==> config.mk <==
export PLATFORM = sky130hd
export DESIGN_NAME = cfg_port_seq
export DESIGN_NICKNAME = d
export VERILOG_FILES = /design/src/rtl/cps_pkg.sv /design/src/rtl/cps_hdr_rom.sv /design/src/rtl/cps_seq_fsm.sv /design/src/rtl/cps_fb_port.sv /design/src/rtl/cfg_port_seq.sv
export SDC_FILE = /design/constraint.sdc
export NUM_CORES = 1
export LEC_CHECK = 0
export ABC_AREA = 1
export CAP_MARGIN = 15
export CORE_MARGIN = 1
export CORE_UTILIZATION = 60
export CTS_CLUSTER_SIZE = 16
export DETAILED_ROUTE_END_ITERATION = 16
export DONT_BUFFER_PORTS = 1
export GPL_TIMING_DRIVEN = 0
export PLACE_DENSITY = 0.87
export RECOVER_POWER = 100
export SYNTH_ARGS = -nofsm -noshare
export SYNTH_HDL_FRONTEND = slang
export SYNTH_SLANG_ARGS = --single-unit
==> constraint.sdc <==
create_clock -name clk -period 3.4 [get_ports clk]
set_input_delay 0.68 -clock clk [delete_from_list [all_inputs] [get_ports clk]]
set_output_delay 0.68 -clock clk [all_outputs]
set_load 0.1 [all_outputs]
==> src/rtl/cps_pkg.sv <==
package cps_pkg;

  typedef enum logic [2:0] {
    PH_IDLE,
    PH_SYNC,
    PH_CMD,
    PH_ADDR,
    PH_DATA,
    PH_DUMMY,
    PH_DESYNC
  } phase_e;

  // Step order of one operation; after desync the sequencer returns to idle.
  function automatic phase_e phase_after(input phase_e p);
    case (p)
      PH_SYNC:  return PH_CMD;
      PH_CMD:   return PH_ADDR;
      PH_ADDR:  return PH_DATA;
      PH_DATA:  return PH_DUMMY;
      PH_DUMMY: return PH_DESYNC;
      default:  return PH_IDLE;
    endcase
  endfunction

endpackage

==> src/rtl/cps_hdr_rom.sv <==
module cps_hdr_rom
  import cps_pkg::*;
#(
  parameter int WORD_W = 32,
  parameter logic [WORD_W-1:0] SYNC_WORD   = 32'h5AC3_0F96,
  parameter logic [WORD_W-1:0] CMD_RD_WORD = 32'h2800_4001,
  parameter logic [WORD_W-1:0] CMD_WR_WORD = 32'h3000_8002,
  parameter logic [WORD_W-1:0] DESYNC_WORD = 32'h0D0D_A5A5,
  localparam int WB = WORD_W / 8,
  localparam int IW = (WB > 1) ? $clog2(WB) : 1
) (
  input  phase_e            phase,
  input  logic [IW-1:0]     idx,
  input  logic              op_rd,
  input  logic [WORD_W-1:0] frame_addr,
  output logic [7:0]        hdr_byte
);

  logic [WORD_W-1:0] word;
  logic [7:0]        lane [WB];

  always_comb begin
    case (phase)
      PH_SYNC:   word = SYNC_WORD;
      PH_CMD:    word = op_rd ? CMD_RD_WORD : CMD_WR_WORD;
      PH_ADDR:   word = frame_addr;
      PH_DESYNC: word = DESYNC_WORD;
      default:   word = '0;
    endcase
  end

  // lane[b] is the b-th byte on the wire: most significant first
  for (genvar b = 0; b < WB; b++) begin : g_lane
    assign lane[b] = word[(WB-1-b)*8 +: 8];
  end

  assign hdr_byte = lane[idx];

endmodule

==> src/rtl/cps_seq_fsm.sv <==
module cps_seq_fsm
  import cps_pkg::*;
#(
  parameter int FRAME_LEN = 824,
  parameter int WB        = 4,
  localparam int CW = $clog2(FRAME_LEN)
) (
  input  logic          clk,
  input  logic          rst,
  input  logic          start_acc,
  input  logic          xfer,
  output phase_e        phase,
  output logic [CW-1:0] cnt,
  output logic          last,
  output logic          done
);

  localparam logic [CW-1:0] FR_LAST = CW'(FRAME_LEN - 1);
  localparam logic [CW-1:0] WD_LAST = CW'(WB - 1);

  always_comb begin
    if (phase == PH_DATA || phase == PH_DUMMY) last = (cnt == FR_LAST);
    else                                        last = (cnt == WD_LAST);
  end

  always_ff @(posedge clk) begin
    if (rst) begin
      phase <= PH_IDLE;
      cnt   <= '0;
      done  <= 1'b0;
    end else begin
      done <= 1'b0;
      if (phase == PH_IDLE) begin
        if (start_acc) begin
          phase <= PH_SYNC;
          cnt   <= '0;
        end
      end else if (xfer) begin
        if (last) begin
          cnt   <= '0;
          phase <= phase_after(phase);
          if (phase == PH_DESYNC) done <= 1'b1;
        end else begin
          cnt <= cnt + 1'b1;
        end
      end
    end
  end

endmodule

==> src/rtl/cps_fb_port.sv <==
module cps_fb_port
  import cps_pkg::*;
#(
  parameter int FRAME_LEN = 824,
  localparam int CW = $clog2(FRAME_LEN),
  localparam int AW = $clog2(FRAME_LEN)
) (
  input  logic          clk,
  input  logic          rst,
  input  logic          start_acc,
  input  logic          op_rd,
  input  phase_e        phase,
  input  logic [CW-1:0] cnt,
  input  logic          last,
  input  logic          xfer,
  input  logic [7:0]    rd_byte,
  output logic [AW-1:0] fb_addr,
  output logic          fb_we,
  output logic [7:0]    fb_wdata
);

  // Writeback: while byte k is offered, fb_addr already points at k+1,
  // so the synchronous buffer read lands exactly when byte k is consumed.
  logic nxt_in_frame;
  assign nxt_in_frame = (int'(cnt) + 2) < FRAME_LEN;

  always_ff @(posedge clk) begin
    if (rst) begin
      fb_addr  <= '0;
      fb_we    <= 1'b0;
      fb_wdata <= '0;
    end else begin
      fb_we <= 1'b0;
      if (start_acc) begin
        fb_addr <= '0;
      end else if (op_rd) begin
        if (xfer && phase == PH_DATA) begin
          fb_we    <= 1'b1;
          fb_wdata <= rd_byte;
          fb_addr  <= AW'(cnt);
        end
      end else if (xfer) begin
        if (phase == PH_ADDR && last)
          fb_addr <= AW'(1);
        else if (phase == PH_DATA && nxt_in_frame)
          fb_addr <= AW'(int'(cnt) + 2);
      end
    end
  end

endmodule

==> src/rtl/cfg_port_seq.sv <==
module cfg_port_seq
  import cps_pkg::*;
#(
  parameter int FRAME_LEN = 824,
  parameter int WORD_W    = 32,
  parameter logic [WORD_W-1:0] SYNC_WORD   = 32'h5AC3_0F96,
  parameter logic [WORD_W-1:0] CMD_RD_WORD = 32'h2800_4001,
  parameter logic [WORD_W-1:0] CMD_WR_WORD = 32'h3000_8002,
  parameter logic [WORD_W-1:0] DESYNC_WORD = 32'h0D0D_A5A5,
  localparam int WB = WORD_W / 8,
  localparam int IW = (WB > 1) ? $clog2(WB) : 1,
  localparam int CW = $clog2(FRAME_LEN),
  localparam int AW = $clog2(FRAME_LEN)
) (
  input  logic              clk,
  input  logic              rst,
  input  logic              start,
  input  logic              op_rd,
  input  logic [WORD_W-1:0] frame_addr,
  output logic              done,
  output logic              cp_en,
  output logic              cp_wr,
  output logic [7:0]        cp_wdata,
  input  logic [7:0]        cp_rdata,
  input  logic              cp_busy,
  output logic [AW-1:0]     fb_addr,
  output logic              fb_re,
  output logic              fb_we,
  output logic [7:0]        fb_wdata,
  input  logic [7:0]        fb_rdata
);

  phase_e            phase;
  logic [CW-1:0]     cnt;
  logic              last;
  logic              xfer;
  logic              start_acc;
  logic              op_rd_q;
  logic [WORD_W-1:0] addr_q;
  logic [7:0]        hdr_byte;
  logic              in_frame;

  assign start_acc = start && (phase == PH_IDLE);
  assign cp_en     = (phase != PH_IDLE);
  assign xfer      = cp_en && !cp_busy;
  assign in_frame  = (phase == PH_DATA) || (phase == PH_DUMMY);
  assign cp_wr     = !(op_rd_q && in_frame);
  assign fb_re     = xfer && !op_rd_q;

  always_ff @(posedge clk) begin
    if (rst) begin
      op_rd_q <= 1'b0;
      addr_q  <= '0;
    end else if (start_acc) begin
      op_rd_q <= op_rd;
      addr_q  <= frame_addr;
    end
  end

  always_comb begin
    if (phase == PH_DATA)       cp_wdata = op_rd_q ? 8'h00 : fb_rdata;
    else if (phase == PH_DUMMY) cp_wdata = 8'h00;
    else                        cp_wdata = hdr_byte;
  end

  cps_seq_fsm #(.FRAME_LEN(FRAME_LEN), .WB(WB)) u_fsm (
    .clk(clk), .rst(rst), .start_acc(start_acc), .xfer(xfer),
    .phase(phase), .cnt(cnt), .last(last), .done(done)
  );

  cps_hdr_rom #(
    .WORD_W(WORD_W), .SYNC_WORD(SYNC_WORD), .CMD_RD_WORD(CMD_RD_WORD),
    .CMD_WR_WORD(CMD_WR_WORD), .DESYNC_WORD(DESYNC_WORD)
  ) u_rom (
    .phase(phase), .idx(cnt[IW-1:0]), .op_rd(op_rd_q),
    .frame_addr(addr_q), .hdr_byte(hdr_byte)
  );

  cps_fb_port #(.FRAME_LEN(FRAME_LEN)) u_fb (
    .clk(clk), .rst(rst), .start_acc(start_acc), .op_rd(op_rd_q),
    .phase(phase), .cnt(cnt), .last(last), .xfer(xfer),
    .rd_byte(cp_rdata), .fb_addr(fb_addr), .fb_we(fb_we), .fb_wdata(fb_wdata)
  );

endmodule

==> flow_metrics.env <==
export IMPL_timing_rr_start="u_fsm.phase[0]$_SDFFE_PP0P_"
export IMPL_finalPower_mw=3.39
export IMPL_cp_depth=7
export IMPL_outcome="completed"
export IMPL_pre_cts_ws_ps=388
export IMPL_period_share_pct=97.5
export IMPL_r2r_cells=7
export IMPL_slew_viol_final=0
export IMPL_p_per_area_mw_per_mm2=921
export IMPL_timing_critical_path_from="u_fsm.phase[0]$_SDFFE_PP0P_"
export IMPL_endpoint_kind="output port"
export IMPL_synth_top_flop_cell="dfxtp_1"
export IMPL_grt_pass1_vias=3190
export IMPL_area_growth_pct=9.40
export IMPL_slew_headroom_pct=16.6
export IMPL_grtUsageMet2_pct=51.7
export IMPL_slowest_stage="nand4_1"
export IMPL_fin_worst_skew_ps=12.7
export IMPL_yosysMostFrequentCell="nand2_1"
export IMPL_grt_max_degree=13
export IMPL_crit_type="reg -> out"
export IMPL_grt_usage_pct=31.0
export IMPL_n_antenna_cell=0
export IMPL_ys_top_cells_by_area="dfxtp_1 39%, nand2_1 11%, a21oi_1 10%"
export IMPL_htreeDepth=3
export IMPL_worstReg2RegEnd="u_fsm.cnt[3]$_SDFFE_PP0P_"
export IMPL_die_height_um=76.9
export IMPL_drv_cap=0
export IMPL_die_area_mm2=0.00592
export IMPL_initial_utilization_pct=63.9
export IMPL_drcViolationCount=0
export IMPL_tightest_slew_ps=1250
export IMPL_wl_per_cell_um=15.2
export IMPL_synthesis_area_mm2=0.00337
export IMPL_drt_initial_drc_count=222
export IMPL_ir_drop_mv=0.846
export IMPL_final_core_util_pct=69.9
export IMPL_whs_ps=388
export IMPL_setup_viol=0
export IMPL_syn_avg_cell_area_um2=6.79
export IMPL_grt_pass1_wl_mm=14.4
export IMPL_crit_path_end="cp_wdata[0]"
export IMPL_fp_dieW_um=76.9
export IMPL_root_buffer="clkbuf_8"
export IMPL_setup_worst_path_start_class="register"
export IMPL_postCtsHoldBufs=0
export IMPL_path_delay_family="simple AND/OR/NAND/NOR gates"
export IMPL_yosysTopAreaCell="dfxtp_1"
export IMPL_synth_seq_area_share_pct=39.2
export IMPL_layout_min_cycle_time_ps=3310
export IMPL_hold_viol=0
export IMPL_numPortBuffers=0
export IMPL_numClockSinks=66
export IMPL_clk_latency_ps=350
export IMPL_antenna_found_initial=0
export IMPL_post_cts_buffers=0
export IMPL_arrival_ps=2630
export IMPL_syn_nets=551
export IMPL_final_layout_size_suffix_gt1_share_pct=8.59
export IMPL_rsz0062_at_grt="false"
export IMPL_io_pins=84
export IMPL_dr_total_vias=3409
export IMPL_fp_coreArea_mm2=0.00527
export IMPL_clk_transition_reported_paths_ps=80
export IMPL_path_cells="inv_1 -> nor2_2 -> nand2_1 -> buf_2 -> o211ai_1 -> nand3_1 -> nand4_1"
export IMPL_yosysTopAreaCellShare_pct=39.2
export IMPL_drt_total_wl_mm=8.82
export IMPL_fin_cells=582
export IMPL_yosys_warnings=0
export IMPL_nNetsFinal=562
export IMPL_worstPathRequired_ps=2720
export IMPL_cp_slowest_stage_delay_ps=970
export IMPL_clock_path_buffers=2
export IMPL_met3_usage_pct=8.93
export IMPL_firstDrtPassIters=5
export IMPL_worst_path_buf_inv=2
export IMPL_reg2reg_slack_ps=1020
export IMPL_dp_hpwl_mm=6.44
export IMPL_cp_max_fo=10
export IMPL_grtUsageMet1_pct=34.8
export IMPL_syn_inst=496
export IMPL_rows=26
export IMPL_ant_nets=0
export IMPL_clock_fmax_mhz=302
export IMPL_ys_async_sr_fraction_pct=0
export IMPL_grt_busiest_layer="met2"
export IMPL_synth_seq_cells=66
export IMPL_synth_edf_count=0
export IMPL_gp_congestion=0.930
export IMPL_numCtsBuffers=9
export IMPL_numPlacedInstances=566
export IMPL_grt_ovfl_total=0
export IMPL_leakage_nw=1.41
export IMPL_layout_setup_ws_ps=85.9
export IMPL_hp_class="in -> reg"
export IMPL_vias_per_cell=5.86
export IMPL_ys_top_cells_by_count="98 x nand2_1, 69 x a21oi_1, 66 x dfxtp_1, 62 x inv_1, 59 x o21ai_0"
export IMPL_ys_types=30
export IMPL_cts_tree="built"
==> cells by family after synthesis <==
family          after synthesis  synth area share (%)
simple gates                184                  24.4
xor+xnor                      5                  1.30
fa+ha+maj                     2                 0.743
compound gates              147                  23.3
flops                        66                  39.2
buf+inv                      92                  11.0
==> layer usage <==
metal / wire length, um / part of all wire (%) / vias to the layer above
li1: - / - / 1654
met1: 3460 / 39 / 1552
met2: 4220 / 48 / 161
met3: 760 / 8.6 / 42
met4: 372 / 4.2 / 0
met5: 0 / 0 / -
==> cell type report <==
class | count | area [um^2]
Buffer | 25 | 109
Clock buffer | 10 | 138
Clock inverter | 6 | 66.3
Fill cell | 490 | 1590
Inverter | 67 | 251
Multi-Input combinational cell | 338 | 1710
Sequential cell | 66 | 1320
Tap cell | 70 | 87.6
==> power breakdown <==
| group | switching, mW | internal [mW] | total, mW |
|---|---|---|---|
| clock network | 0.316 | 0.358 | 0.674 |
| logic | 1.29 | 0.314 | 1.61 |
| registers | 0.193 | 0.920 | 1.11 |
==> stage by stage <==
stage | area (um^2) | TNS [ps]
3_5_place_dp | 3490 | 0
4_1_cts | 3690 | 0
3_3_place_gp | 3460 | -108
5_1_grt | 3680 | 0
6_report | 3680 | 0
2_1_floorplan | 3380 | 0
==> worst reg2reg max path, cell delays in order, from the launching register on <==
cell	delay (ps)
dfxtp_1	350
nor2_1	210
nand2_2	400
nand2_1	310
nand2_1	170
nand2_1	200
nand2_1	310
a211oi_1	330
==> registers in the layout (all words and copies together) (netlist names) <==
register and cells:
addr_q 32, u_fb.fb_addr 10, u_fsm.done 1, u_fsm.cnt 10
u_fsm.phase 3, u_fb.fb_wdata 8, op_rd_q 1, u_fb.fb_we 1
==> cells in the final DEF, fill, tap and decap left out, types with 4 or more instances in the layout <==
| master | instances |
|---|---|
| nor3_1 | 4 |
| a21oi_1 | 69 |
| o21ai_0 | 59 |
| inv_1 | 62 |
| clkbuf_1 | 18 |
| buf_2 | 5 |
| dfxtp_1 | 65 |
| clkbuf_8 | 10 |
| nand3b_1 | 6 |
| o211ai_1 | 4 |
| nand3_1 | 22 |
| nor2_1 | 33 |
| nor2_2 | 6 |
| nand2_1 | 101 |
| xor2_1 | 5 |
| a211oi_1 | 5 |
==> worst min path at each step <==
stage                            start                          end  slack, ps  cells after the start
3_3_place_gp    addr_q[3]$_SDFFE_PP0P_       addr_q[3]$_SDFFE_PP0P_        440                      2
3_5_place_dp   addr_q[22]$_SDFFE_PP0P_      addr_q[22]$_SDFFE_PP0P_        440                      2
4_1_cts                            rst  u_fsm.phase[0]$_SDFFE_PP0P_        380                      1
2_1_floorplan  addr_q[24]$_SDFFE_PP0P_      addr_q[24]$_SDFFE_PP0P_        420                      2
6_report                           rst  u_fsm.phase[2]$_SDFFE_PP0P_        390                      1
5_1_grt                            rst  u_fsm.phase[2]$_SDFFE_PP0P_        380                      1
==> what timing repair did <==
action                     in CTS  in global routing
pin swaps                       0                  1
setup endpoints to repair       1                  5
resized for setup               1                  3
No activity file was read; power rests on OpenSTA's default activity.
